==> src/rtl/lbchk_pkg.sv <==
package lbchk_pkg;
  localparam logic [2:0] MODE_REAL   = 3'd0;
  localparam logic [2:0] MODE_V86    = 3'd1;
  localparam logic [2:0] MODE_PROT   = 3'd2;
  localparam logic [2:0] MODE_COMPAT = 3'd3;
  localparam logic [2:0] MODE_LONG   = 3'd4;
  localparam int unsigned FAIL_CODE  = 1;
endpackage

==> src/rtl/lbchk_bound_file.sv <==
module lbchk_bound_file #(
  parameter int unsigned NUM_BND = 4,
  parameter int unsigned ADDR_W  = 64,
  localparam int unsigned SEL_W  = $clog2(NUM_BND)
) (
  input  logic              clk,
  input  logic              rst_n,
  input  logic              we,
  input  logic [SEL_W-1:0]  widx,
  input  logic [ADDR_W-1:0] wdata,
  input  logic [SEL_W-1:0]  ridx,
  output logic [ADDR_W-1:0] rdata
);
  logic [ADDR_W-1:0] lb_q [NUM_BND];

  for (genvar g = 0; g < NUM_BND; g++) begin : g_bnd
    logic hit;
    assign hit = we && (widx == SEL_W'(g));
    always_ff @(posedge clk or negedge rst_n) begin
      if (!rst_n) lb_q[g] <= '0;
      else if (hit) lb_q[g] <= wdata;
    end
  end

  assign rdata = lb_q[ridx];
endmodule

==> src/rtl/lbchk_legal.sv <==
module lbchk_legal
  import lbchk_pkg::*;
#(
  parameter int unsigned IDX_W   = 4,
  parameter int unsigned LEG_W   = 3,
  parameter int unsigned NUM_BND = 4
) (
  input  logic [2:0]       mode,
  input  logic [IDX_W-1:0] idx,
  input  logic             lock,
  input  logic             asize,
  input  logic             cs_d,
  output logic             is_long,
  output logic             ud
);
  localparam logic [IDX_W-1:0] LIMIT = IDX_W'(NUM_BND);
  logic [IDX_W-1:0] idx_eff;
  logic             reserved, addr16, bad_idx;

  always_comb begin
    is_long  = (mode == MODE_LONG);
    reserved = (mode > MODE_LONG);
    idx_eff  = is_long ? idx : {{(IDX_W-LEG_W){1'b0}}, idx[LEG_W-1:0]};
    bad_idx  = (idx_eff >= LIMIT);
    addr16   = !is_long && (asize == cs_d);
    ud       = lock || reserved || bad_idx || addr16;
  end
endmodule

==> src/rtl/lbchk_compare.sv <==
module lbchk_compare #(
  parameter int unsigned ADDR_W = 64,
  localparam int unsigned NW    = ADDR_W / 2
) (
  input  logic [ADDR_W-1:0] addr,
  input  logic [ADDR_W-1:0] lb,
  input  logic              wide,
  output logic              below
);
  logic below_full, below_narrow;
  always_comb begin
    below_full   = addr < lb;
    below_narrow = addr[NW-1:0] < lb[NW-1:0];
    below        = wide ? below_full : below_narrow;
  end
endmodule

==> src/rtl/lbchk_unit.sv <==
module lbchk_unit
  import lbchk_pkg::*;
#(
  parameter int unsigned NUM_BND = 4,
  parameter int unsigned ADDR_W  = 64,
  parameter int unsigned IDX_W   = 4,
  parameter int unsigned STAT_W  = 8,
  localparam int unsigned SEL_W  = $clog2(NUM_BND)
) (
  input  logic              clk,
  input  logic              rst_n,
  input  logic              bnd_we,
  input  logic [SEL_W-1:0]  bnd_widx,
  input  logic [ADDR_W-1:0] bnd_wlb,
  input  logic              in_valid,
  input  logic [IDX_W-1:0]  in_idx,
  input  logic [ADDR_W-1:0] in_addr,
  input  logic [2:0]        in_mode,
  input  logic              in_lock,
  input  logic              in_asize,
  input  logic              in_cs_d,
  output logic              out_valid,
  output logic              out_br,
  output logic              out_ud,
  output logic [STAT_W-1:0] out_status
);
  localparam logic [STAT_W-1:0] FAIL_VAL = STAT_W'(FAIL_CODE);

  logic [ADDR_W-1:0] lb_sel;
  logic              is_long, ud_c, below;
  logic              valid_d, br_d, ud_d, stat_en;
  logic [STAT_W-1:0] status_d;
  logic              valid_q, br_q, ud_q;
  logic [STAT_W-1:0] status_q;

  lbchk_bound_file #(.NUM_BND(NUM_BND), .ADDR_W(ADDR_W)) u_bounds (
    .clk(clk), .rst_n(rst_n), .we(bnd_we), .widx(bnd_widx), .wdata(bnd_wlb),
    .ridx(in_idx[SEL_W-1:0]), .rdata(lb_sel)
  );

  lbchk_legal #(.IDX_W(IDX_W), .LEG_W(3), .NUM_BND(NUM_BND)) u_legal (
    .mode(in_mode), .idx(in_idx), .lock(in_lock), .asize(in_asize),
    .cs_d(in_cs_d), .is_long(is_long), .ud(ud_c)
  );

  lbchk_compare #(.ADDR_W(ADDR_W)) u_cmp (
    .addr(in_addr), .lb(lb_sel), .wide(is_long), .below(below)
  );

  // next state
  always_comb begin
    valid_d  = in_valid;
    ud_d     = in_valid && ud_c;
    br_d     = in_valid && !ud_c && below;
    stat_en  = br_d;
    status_d = FAIL_VAL;
  end

  // registers
  always_ff @(posedge clk or negedge rst_n) begin
    if (!rst_n) begin
      valid_q <= 1'b0;
      br_q    <= 1'b0;
      ud_q    <= 1'b0;
    end else begin
      valid_q <= valid_d;
      br_q    <= br_d;
      ud_q    <= ud_d;
    end
  end

  always_ff @(posedge clk or negedge rst_n) begin
    if (!rst_n) status_q <= '0;
    else if (stat_en) status_q <= status_d;
  end

  assign out_valid  = valid_q;
  assign out_br     = br_q;
  assign out_ud     = ud_q;
  assign out_status = status_q;

  assert_latency_R2: assert property (@(posedge clk) disable iff (!rst_n)
    in_valid |=> out_valid);
  assert_idle_R2: assert property (@(posedge clk) disable iff (!rst_n)
    !in_valid |=> (!out_valid && !out_br && !out_ud));
  assert_code_R3: assert property (@(posedge clk) disable iff (!rst_n)
    out_br |-> (out_status == FAIL_VAL));
  assert_hold_R4: assert property (@(posedge clk) disable iff (!rst_n)
    !out_br |-> $stable(out_status));
  assert_lock_R6: assert property (@(posedge clk) disable iff (!rst_n)
    (in_valid && in_lock) |=> out_ud);
  assert_exclusive_R10: assert property (@(posedge clk) disable iff (!rst_n)
    out_valid |-> !(out_br && out_ud));
endmodule

==> config.mk <==
export PLATFORM = sky130hd
export DESIGN_NAME = lbchk_unit
export DESIGN_NICKNAME = d
export VERILOG_FILES = /design/src/rtl/lbchk_pkg.sv /design/src/rtl/lbchk_bound_file.sv /design/src/rtl/lbchk_legal.sv /design/src/rtl/lbchk_compare.sv /design/src/rtl/lbchk_unit.sv
export SDC_FILE = /design/constraint.sdc
export NUM_CORES = 1
export LEC_CHECK = 0
export BUFFER_PORTS_ARGS = -buffer_cell sky130_fd_sc_hd__buf_2
export CAP_MARGIN = 20
export CORE_MARGIN = 2
export CORE_UTILIZATION = 25
export DETAILED_ROUTE_END_ITERATION = 6
export PLACE_DENSITY = 0.38
export SLEW_MARGIN = 25
export SYNTH_ARGS = -nofsm -noshare
export SYNTH_HDL_FRONTEND = slang
export SYNTH_SLANG_ARGS = --single-unit
==> constraint.sdc <==
create_clock -name clk -period 2.43 [get_ports clk]
set_input_delay 0.486 -clock clk [delete_from_list [all_inputs] [get_ports clk]]
set_output_delay 0.486 -clock clk [all_outputs]
set_load 0.01 [all_outputs]
### Word level (Yosys, flattened, before mapping)

Index checks and enable logic that the tools add are counted.

| operators by class | value |
|---|---|
| bitwise operators | 1 |
| reductions and logical operators | 14 |
| $lt $le $gt $ge | 5 |
| eq/ne operators | 5 |
| muxes and demuxes | 5 |

Operators by type and width:

| operator | count |
|---|---|
| $bmux 64 s2 | 1 |
| $mux 64 | 2 |
| $lt 64x64->1 | 1 |
| $lt 32x32->1 | 1 |
| $logic_and 1x1->1 | 8 |
| $eq 2x2->1 const B | 2 |
| $ge 4x3->1 const B | 1 |
| $mux 4 | 1 |
| $eq 3x3->1 const B | 1 |
| $ge 3x3->1 const B | 1 |
| $gt 3x3->1 const B | 1 |
| $logic_or 1x1->1 | 3 |
| $not 2->3 | 1 |
| $eq 2x1->1 const B | 1 |
| $logic_not 1->1 | 2 |
| $logic_not 2->1 | 1 |
| $eq 1x1->1 | 1 |
| $mux 1 | 1 |

| storage, ports and cells | value |
|---|---|
| input port bits | 144 |
| logic and storage cells | 38 |
| output and inout port bits | 11 |
| register bits after elaboration | 260 |

### Logic depth before layout (Yosys ltp)

Gate-level depths: netlist (run 1).

| logic depth | value |
|---|---|
| depth in word-level cells | 8 |
| depth in mapped cells | 11 |
| gate-level depth less buffers | 9 |

### By module

From an unflattened synthesis (run 1), not the netlist that was laid out.

| unflattened totals | value |
|---|---|
| cell total of the unflattened synthesis | 868 |
| area, all modules | 12,933.7 µm² |

Modules (own cells, without submodules):

| module | sequential area each (µm²) | instances | area an instance (µm²) | cells each |
|---|---|---|---|---|
| lbchk_bound_file | 6,406.1 | 1 | 11,109.4 | 621 |
| lbchk_compare | 0.0 | 1 | 1,606.5 | 226 |
| lbchk_unit | 100.1 | 1 | 178.9 | 16 |
| lbchk_legal | 0.0 | 1 | 38.8 | 5 |

### Worst setup path after synthesis (run 1)

OpenSTA, ideal clock, no wires.

| path | value |
|---|---|
| kind | input to register |
| start | input port in_idx[0] |
| end | register br_q, in the netlist out_br |
| cell stages on the path | 10 |
| data required time | 2,364 ps |
| path buffers | 2 |
| arrival time | 2,850 ps |
| setup time | 66 ps |
| path slack | -487 ps |
| cells stage by stage | buf_6 -> buf_2 -> mux4_2 -> inv_1 -> ha_1 -> a211oi_1 -> o211ai_1 -> a221o_1 -> nor4_1 -> o31a_1 |

| on the way | value |
|---|---|
| word-level cells in the longest chain between the ends | 7 |
| elaborated cells on any way between the ends | 14 |
| classes of those cells | order compare (3); mux (5); bitwise (1); reduce/logical (5) |

RTL lines:

| what | RTL line | RTL |
|---|---|---|
| start: declaration | lbchk_unit.sv:16 | `input logic [IDX_W-1:0] in_idx,` |
| $not 2->3 (not written as such) / $mux 4 (equally long branches) | lbchk_bound_file.sv:25, lbchk_legal.sv:23 |  |
| $bmux 64 s2 / $ge 4x3->1 (equally long branches) | lbchk_bound_file.sv:25, lbchk_legal.sv:24 |  |
| $mux 64 (not written as such) / $logic_or 1x1->1 (equally long branches) (2 in a row) | lbchk_bound_file.sv:25, lbchk_legal.sv:26 |  |
| $lt 64x64->1, or another cell as far along | lbchk_compare.sv:12 | `below_full = addr < lb;` |
| $mux 1 / $logic_and 1x1->1 (equally long branches) | lbchk_compare.sv:14, lbchk_unit.sv:54 |  |
| $logic_and 1x1->1 (*) | lbchk_unit.sv:54 | `br_d = in_valid && !ud_c && below;` |
| via br_d | lbchk_unit.sv:31 | `logic valid_d, br_d, ud_d, stat_en;` |
| end signal: assignment | lbchk_unit.sv:67 | `br_q <= br_d;` |
| end: declaration | lbchk_unit.sv:33 | `logic valid_q, br_q, ud_q;` |

Mark *: on every way through the listed nets, which the timed path passes. The rest lies on a longest branch. The select of a mux whose other input is x is not followed.
A chain may end at the register's enable or synchronous reset.

### Final worst setup path (run 1)

| path | value |
|---|---|
| start | input port in_idx[0] |
| end | register status_q[0], in the netlist out_status[0] |

| on the way | value |
|---|---|
| word-level cells in the longest chain between the ends | 7 |
| elaborated cells on any way between the ends | 14 |
| classes of those cells | order compare (3); mux (5); bitwise (1); reduce/logical (5) |

RTL lines:

| what | RTL line | RTL |
|---|---|---|
| $not 2->3 (not written as such) / $mux 4 (equally long branches) | lbchk_bound_file.sv:25, lbchk_legal.sv:23 |  |
| $bmux 64 s2 / $ge 4x3->1 (equally long branches) | lbchk_bound_file.sv:25, lbchk_legal.sv:24 |  |
| $mux 64 (not written as such) / $logic_or 1x1->1 (equally long branches) (2 in a row) | lbchk_bound_file.sv:25, lbchk_legal.sv:26 |  |
| $lt 64x64->1, or another cell as far along | lbchk_compare.sv:12 |  |
| $mux 1 / $logic_and 1x1->1 (equally long branches) | lbchk_compare.sv:14, lbchk_unit.sv:54 |  |
| $logic_and 1x1->1 (*) | lbchk_unit.sv:54 |  |
| end signal: assignment | lbchk_unit.sv:74 | `else if (stat_en) status_q <= status_d;` |
| end: declaration | lbchk_unit.sv:34 | `logic [STAT_W-1:0] status_q;` |

Every way passes the cells marked *; elsewhere a longest branch is shown, timed or not. The select of a mux whose other input is x is not followed.

==> results.md, run 1 <==
- Run status: finished with violations
- Failing checks: negative setup slack
- Detailed Routing Iterations Pass 1: 6
- Boundary Pins: roughly 160
- Arrival time reported for the critical path endpoint: 2950 ps
- Leakage: 0.00719 uW
- Post-route core utilization: 0.324
- Ratio of routed vias to standard cells: around 4.4
- DR vias: 7879
- Reg power frac: 0.412
- Yosys warning count: 0
- Share of total power in combinational logic: 0.206
- Count of pins over their slew limit: 0
- Post-synthesis instance total: 872
- HPWL Detailed: between 20 and 25 mm
- Most instantiated library cell after synthesis: sky130_fd_sc_hd__dfrtp_1
- Initial drt markers: 283
- Pin count of the biggest net entering global routing: roughly 60
- Hold slack: approximately 130 ps
- Max Root-Sink Buffers: 3
- Net switching fraction of the power: 0.259
- Synth Cell Area: about 0.013 sq mm
- Starting density of the core: 0.254
- Final weighted congestion in routability-driven placement: 0.717
- CP max-delay cell: sky130_fd_sc_hd__mux4_2
- Top achievable clock speed: 395 MHz
- Startpoint type of the worst setup path: input pin
- Buffer type at the clock tree root: sky130_fd_sc_hd__clkbuf_16
- Req. time, crit path: 2850 ps
- Total congestion overflow: 0
- Total non-filler cell area in the finished layout: 0.0163 sq mm
- Share of synthesized area occupied by flip-flops and latches: 0.510
- Via count of the first global-routing pass: 8688
- Dpl cells: 1711
- Final critical-path share of the clock period: 1.04
- Proportion of layout cells with a drive suffix above 1: 0.556
- Count of flip-flops with a built-in enable after synthesis: 0
- Number of endpoints with negative hold slack in the final report: 0
- Average detailed-routed wire length per instance: 19.4 um
- Core outline area: just over 0.05 sq mm
- Post-route met1 wirelength: 15.7 mm
- Post-synth cell types: 44
- Synthesized area divided by synthesized cell count: 14.6 sq um
- Remaining antenna violation count: 0
- Count of H-tree levels built during CTS: 2
- Metal2 WL: 16.7 mm
- Most frequently used flop master after synthesis: sky130_fd_sc_hd__dfrtp_1
- Synthesis-stage register bit count: 260
- Async set-reset flop share out of synthesis: 1.00
- Sink Count: 260
- Least-Margin Pin Slew: 642 ps
- GR Util All Layers: 0.134
- First-pass GRT wire length: 53.7 mm
- Power per standard cell area: 827 mW/mm^2
- Slowest Stage Delay on Critical Path: roughly 500 ps
- Growth of design area from synthesis to finish: 27.5%
- Switching power: 3490 uW
- Cells taking the most area after synthesis: sky130_fd_sc_hd__dfrtp_1 51%, sky130_fd_sc_hd__mux2_2 23%, sky130_fd_sc_hd__mux4_2 11%, sky130_fd_sc_hd__ha_1 6.2%, sky130_fd_sc_hd__inv_1 1.9%
- Final worst setup slack: -105 ps
- Cells along the critical path: buf_6, buf_12, buf_12, mux4_2, inv_2, ha_4, nand4_1, nor4_4, buf_4, buf_4, a31oi_1, or3_1, o22a_1
- Worst setup path class: in -> reg
- Width of the die: around 230 um
- Worst Path Max Fanout: 8
- Element type at the critical path end: flip-flop
- Final setup violation count: 2
- Number of clock buffers inserted by TritonCTS: 35
- DIE AREA: 0.0529 sq mm
- Place WS: -941 ps
- Final layout net count: 1289
- Clock Power Share: 0.382
- Most instantiated cells after synthesis: 260 x sky130_fd_sc_hd__dfrtp_1, 256 x sky130_fd_sc_hd__mux2_2, 66 x sky130_fd_sc_hd__inv_1
- CTS tree: yes
- Area after DPL: 0.0149 sq mm
- Clock latency on the worst-skew pair: between 500 and 600 ps
- Worst vdd rail ir drop: 0.385 mV
- Share of the synthesized area in the top cell type: 0.510
- Tightest Hold Check Type: in -> reg
- Routed met3 length: 1.41 mm
- IO buf count: approximately 150
- Vertical die dimension: 230 um
- Clock-pin slew on the worst setup and hold paths: roughly 60 ps
- Setup repair after global routing missed its margin: yes
- DRT Wirelength: 34.4 mm
- Clock period minus worst slack: 2530 ps
- Standard-cell row count: 82
- Antenna violations before repair: 3
- Highest metal used: met4
- Worst-case clock skew: ~8.4 ps
- Final cell count without fillers: 1778
- DRC viols: 0
- Top cell type by total area after synthesis: sky130_fd_sc_hd__dfrtp_1
- Number of filler instances in the final layout: 5016
- Max cap viols: 0
- Internal Power: around 10000 uW
- Slew margin rel.: 0.570
## per-layer routing
metal,track usage,vias to the layer above
met3,0.0308,41
met1,0.176,4074
li1,-,3636
met4,0.0331,0
met5,0,-
met2,0.223,128
## area by class of cell
cell class | instances | area, sq um | area share
Antenna cell | 3 | 7.51 | 0.000461
Clock buffer | 55 | 1100 | 0.0678
Clock inverter | 3 | 40.0 | 0.00246
Inverter | 66 | 248 | 0.0152
Multi-Input combinational cell | 504 | 5980 | 0.368
Sequential cell | 260 | 6510 | 0.400
Tap cell | 672 | 841 | 0.0517
Timing Repair Buffer | 215 | 1540 | 0.0947
## final timing paths
path / start / endpoint / slack [ps] / cells past startpoint
max in group asynchronous: rst_n / u_bounds.lb_q[5] / 1250 / 4
min in group asynchronous: rst_n / u_bounds.lb_q[221] / 470 / 2
worst min register to register: u_bounds.lb_q[15] / u_bounds.lb_q[15] / 500 / 1
worst min-delay path: in_valid / out_valid / 130 / 1
worst max-delay path: in_idx[0] / out_status[0] / -100 / 13
worst max register to register: u_bounds.lb_q[109] / out_status[0] / -80 / 10
## kinds of logic (layout without fill, tap and decap cells)
logic type	Yosys count	after routing	share of synthesized area
muxes	320	320	0.339
DFF	260	260	0.510
buffers and inverters	114	339	0.0386
adders and majority gates	63	63	0.0617
and+or+nand+nor	60	60	0.0244
AOI/OAI and AO/OA	53	53	0.0259
other	1	10	0.000294
xor gates and xnor gates	1	1	0.000686
## sequential cells by signal, indices dropped and copies added, names as in the netlist
signal / cells
out_status: 1
u_bounds.lb_q: 256
out_ud: 1
out_br: 1
out_valid: 1
## worst max-delay path: cells and delay by family
kind                     cells  cell delay [ps]
AO/OA/AOI/OAI                2              250
adder cells (fa/ha/maj)      1              130
buffers and inverters        6              730
multiplexers                 1              510
AND/OR/NAND/NOR              3              840
## layout by cell type (no fill, tap or decap), types with 2 or more instances in the layout
master / instances
sky130_fd_sc_hd__nand2_1: 14
sky130_fd_sc_hd__inv_2: 6
sky130_fd_sc_hd__clkbuf_8: 11
sky130_fd_sc_hd__nand4_1: 12
sky130_fd_sc_hd__buf_12: 20
sky130_fd_sc_hd__diode_2: 3
sky130_fd_sc_hd__clkbuf_16: 37
sky130_fd_sc_hd__mux4_2: 64
sky130_fd_sc_hd__clkinv_2: 2
sky130_fd_sc_hd__buf_2: 144
sky130_fd_sc_hd__inv_1: 60
sky130_fd_sc_hd__nand2b_1: 3
sky130_fd_sc_hd__ha_4: 6
sky130_fd_sc_hd__clkbuf_1: 7
sky130_fd_sc_hd__nor2_1: 11
sky130_fd_sc_hd__dfrtp_1: 260
sky130_fd_sc_hd__buf_4: 46
sky130_fd_sc_hd__o31a_1: 2
sky130_fd_sc_hd__a21oi_1: 20
sky130_fd_sc_hd__o211ai_1: 3
sky130_fd_sc_hd__conb_1: 7
sky130_fd_sc_hd__o21ai_0: 4
sky130_fd_sc_hd__a21o_1: 2
sky130_fd_sc_hd__o221ai_1: 2
sky130_fd_sc_hd__a31oi_1: 3
sky130_fd_sc_hd__o21ai_1: 4
sky130_fd_sc_hd__nand3b_1: 2
sky130_fd_sc_hd__a211oi_2: 4
sky130_fd_sc_hd__mux2_2: 256
sky130_fd_sc_hd__o22ai_1: 2
sky130_fd_sc_hd__ha_1: 57
sky130_fd_sc_hd__nand3_1: 3
sky130_fd_sc_hd__nor4_4: 3
sky130_fd_sc_hd__buf_6: 2
## through the flow
stage          power (uW)  setup TNS, ps
5_1_grt             14300           -343
6_report            13500           -151
2_1_floorplan        7340           -410
3_5_place_dp         8340          -1850
4_1_cts             13700           -236
3_3_place_gp         8310          -1890
## power by group through the flow
| stage | combinational, uW | sequential [uW] | clock [uW] |
|---|---|---|---|
| finish | 2770 | 5540 | 5140 |
| global route | 3100 | 5650 | 5560 |
| CTS | 2800 | 5550 | 5370 |
| detailed placement | 2720 | 5620 | 0 |
| global placement | 2690 | 5620 | 0 |
| floorplan | 1870 | 5460 | 0 |
## repair_timing
| action | 4_1_cts | 5_1_grt |
|---|---|---|
| endpoints found under the hold margin | 37 | 0 |
| hold buffers | 1 | 0 |
| endpoints found under the setup margin | 2 | 2 |
| resized for setup | 16 | 13 |
| pin swaps | 14 | 12 |
| buffers inserted | 4 | 3 |
| gates cloned | 1 | 0 |
(Power assumes the default switching activity.)
==> run 2: changes to the inputs <==
--- a/config.mk
+++ b/config.mk
@@ -7,10 +7,12 @@
 export LEC_CHECK = 0
 export BUFFER_PORTS_ARGS = -buffer_cell sky130_fd_sc_hd__buf_2
 export CAP_MARGIN = 20
+export CELL_PAD_IN_SITES_DETAIL_PLACEMENT = 1
+export CELL_PAD_IN_SITES_GLOBAL_PLACEMENT = 1
 export CORE_MARGIN = 2
 export CORE_UTILIZATION = 25
 export DETAILED_ROUTE_END_ITERATION = 6
-export PLACE_DENSITY = 0.38
+export PLACE_DENSITY = 0.44
 export SLEW_MARGIN = 25
 export SYNTH_ARGS = -nofsm -noshare
 export SYNTH_HDL_FRONTEND = slang
==> results.md, run 2 (synthesis gave the netlist of run 1 again) <==
- Flip-flop count of the largest register, all copies and words added: 256
- Slew margin rel.: 0.587
- Pin count of the biggest net entering global routing: between 60 and 70
- CP max-delay cell: sky130_fd_sc_hd__mux4_2
- Top library cells by usage in the layout, fill and taps aside: 260 x sky130_fd_sc_hd__dfrtp_1, 256 x sky130_fd_sc_hd__mux2_2, 144 x sky130_fd_sc_hd__buf_2
- Cell family with the largest share of critical-path delay: compound AO/OA/AOI/OAI gates
- Tightest Hold Check Type: in -> reg
- Met1 Usage GRT: 0.182
- Buffer type at the clock tree root: sky130_fd_sc_hd__clkbuf_16
- Top Usage Layer GRT: met2
- Final setup violation count: 2
- Run status: finished with violations
- Proportion of layout cells with a drive suffix above 1: 0.549
- DRT Wirelength: 35.3 mm
- Antenna diode instance count: 0
- Grt met2 use: 0.224
- Via count of the first global-routing pass: 9106
- Sink Count: 260
- Growth of design area from synthesis to finish: 26.9%
- IO buf count: ~150
- Worst path buffer plus inverter count: 5
- Arrival time reported for the critical path endpoint: 2970 ps
- Total congestion overflow: 0
- Clock-pin slew on the worst setup and hold paths: about 60 ps
- Most frequent standard cell in the layout excluding fill and tap cells: sky130_fd_sc_hd__dfrtp_1
- Startpoint type of the worst setup path: input pin
- Antenna violations before repair: 3
- Final cell count without fillers: 1777
- Starting density of the core: 0.254
- Logic depth of the worst path, buffers included: 12
- Clock latency on the worst-skew pair: 540 ps
- Area after DPL: 0.0149 sq mm
- Post-route core utilization: 0.322
- Ratio of routed vias to standard cells: 4.48
- Slowest Stage Delay on Critical Path: around 480 ps
- Final worst setup slack: -75.1 ps
- Vertical die dimension: between 200 and 250 um
- Initial drt markers: 298
- Req. time, crit path: 2890 ps
- Most prevalent standard cell on the critical path: sky130_fd_sc_hd__buf_4
- DIE AREA: 0.0529 sq mm
- Top achievable clock speed: 399 MHz
- Final critical-path share of the clock period: 1.03
- Worst Path Max Fanout: 6
- GRT met3 Usage: 0.0267
- WHS Path Cells: 1
- Worst reg-to-reg path cell count: 9
- First-pass GRT wire length: 55.0 mm
- Number of clock buffers inserted by TritonCTS: 35
- Max cap viols: 0
- Worst vdd rail ir drop: 0.465 mV
- Worst-case clock skew: between 15 and 20 ps
- Standard-cell row count: 82
- DR vias: 7953
- HPWL Detailed: 23.1 mm
- Width of the die: 230 um
- Post-route total power: around 13000 uW
- CTS tree: yes
- GR Util All Layers: 0.136
- DRC viols: 0
- Most flops, register: u_bounds.lb_q
- Least-Margin Pin Slew: around 620 ps
- Cells along the critical path: buf_8, buf_12, buf_4, mux4_2, inv_1, ha_1, a211oi_2, o211ai_1, a221o_2, nor4_2, buf_4, o31a_1
- Total non-filler cell area in the finished layout: 0.0162 sq mm
- Remaining antenna violation count: 0
- Count of pins over their slew limit: 0
- Max Root-Sink Buffers: 3
- Setup repair after global routing missed its margin: yes
- Detailed Routing Iterations Pass 1: 4
- Failing checks: negative setup slack
- Leakage: 0.00717 uW
- Clock period minus worst slack: roughly 2500 ps
- Number of endpoints with negative hold slack in the final report: 0
- Final weighted congestion in routability-driven placement: 0.690
- Average detailed-routed wire length per instance: 19.9 um
- Final layout net count: approximately 1.3k
- Number of filler instances in the final layout: 5354
- Boundary Pins: about 160
- Worst setup path class: in -> reg
- Count of H-tree levels built during CTS: 2
- Dpl cells: 1709
- Power per standard cell area: 828 mW/mm^2
- Core outline area: 0.0503 sq mm
- Hold slack: 119 ps
- Element type at the critical path end: flip-flop
==> run 2: changes by cell type in the layout (fill, tap and decap cells not counted), moves of 2 or more <==
cell and change:
sky130_fd_sc_hd__buf_12 -4, sky130_fd_sc_hd__clkbuf_1 +3, sky130_fd_sc_hd__diode_2 -3, sky130_fd_sc_hd__o21ai_0 +3, sky130_fd_sc_hd__o21ai_1 -3, sky130_fd_sc_hd__buf_6 -2, sky130_fd_sc_hd__buf_8 +2, sky130_fd_sc_hd__ha_1 +2
sky130_fd_sc_hd__ha_4 -2, sky130_fd_sc_hd__inv_1 +2, sky130_fd_sc_hd__inv_2 -2, sky130_fd_sc_hd__nor4_4 -2
==> run 2: metal layers <==
layer,up-vias,part of all wire
li1,3615,-
met2,136,0.48
met5,-,0.0010
met1,4148,0.46
met3,48,0.040
met4,6,0.019
==> run 2: repair_timing <==
| action | 4_1_cts | 5_1_grt |
|---|---|---|
| setup buffers | 0 | 4 |
| endpoints found under the hold margin | 55 | 0 |
| pin swaps | 3 | 7 |
| hold buffers | 1 | 0 |
| setup endpoints to repair | 2 | 2 |
| cloned | 0 | 2 |
| gates resized for setup | 6 | 15 |
==> run 2: per-stage QoR <==
stage	TNS (ps)	setup WS, ps
after floorplan	-410	-205
after global placement	-1360	-707
after detailed placement	-1390	-697
after CTS	-242	-123
after global routing	-351	-180
final	-145	-75.1
==> run 2: path summary, 6_finish.rpt <==
path | start | to | slack, ps
hold / removal | in_valid | out_valid | 120
setup reg to reg | u_bounds.lb_q[27] | out_br | -80
hold reg to reg | u_bounds.lb_q[58] | u_bounds.lb_q[58] | 500
min in group asynchronous | rst_n | u_bounds.lb_q[221] | 520
setup / recovery | in_idx[0] | out_br | -80
max in group asynchronous | rst_n | u_bounds.lb_q[66] | 1200
==> run 2: layout make-up <==
class	count	area, sq um	share of cell area
clock buffer	56	1080	0.0664
clock inverter	5	65.1	0.00402
inverter	66	248	0.0153
multi-input combinational	504	5940	0.367
sequential	260	6510	0.402
tap	672	841	0.0519
timing repair buffer	214	1530	0.0942
==> run 2: where the power goes <==
group	switching (uW)	internal [uW]	total (uW)
Sequential	394	5150	5540
Combinational	1140	1620	2760
Clock	1970	3130	5110
Total	3510	9900	13400
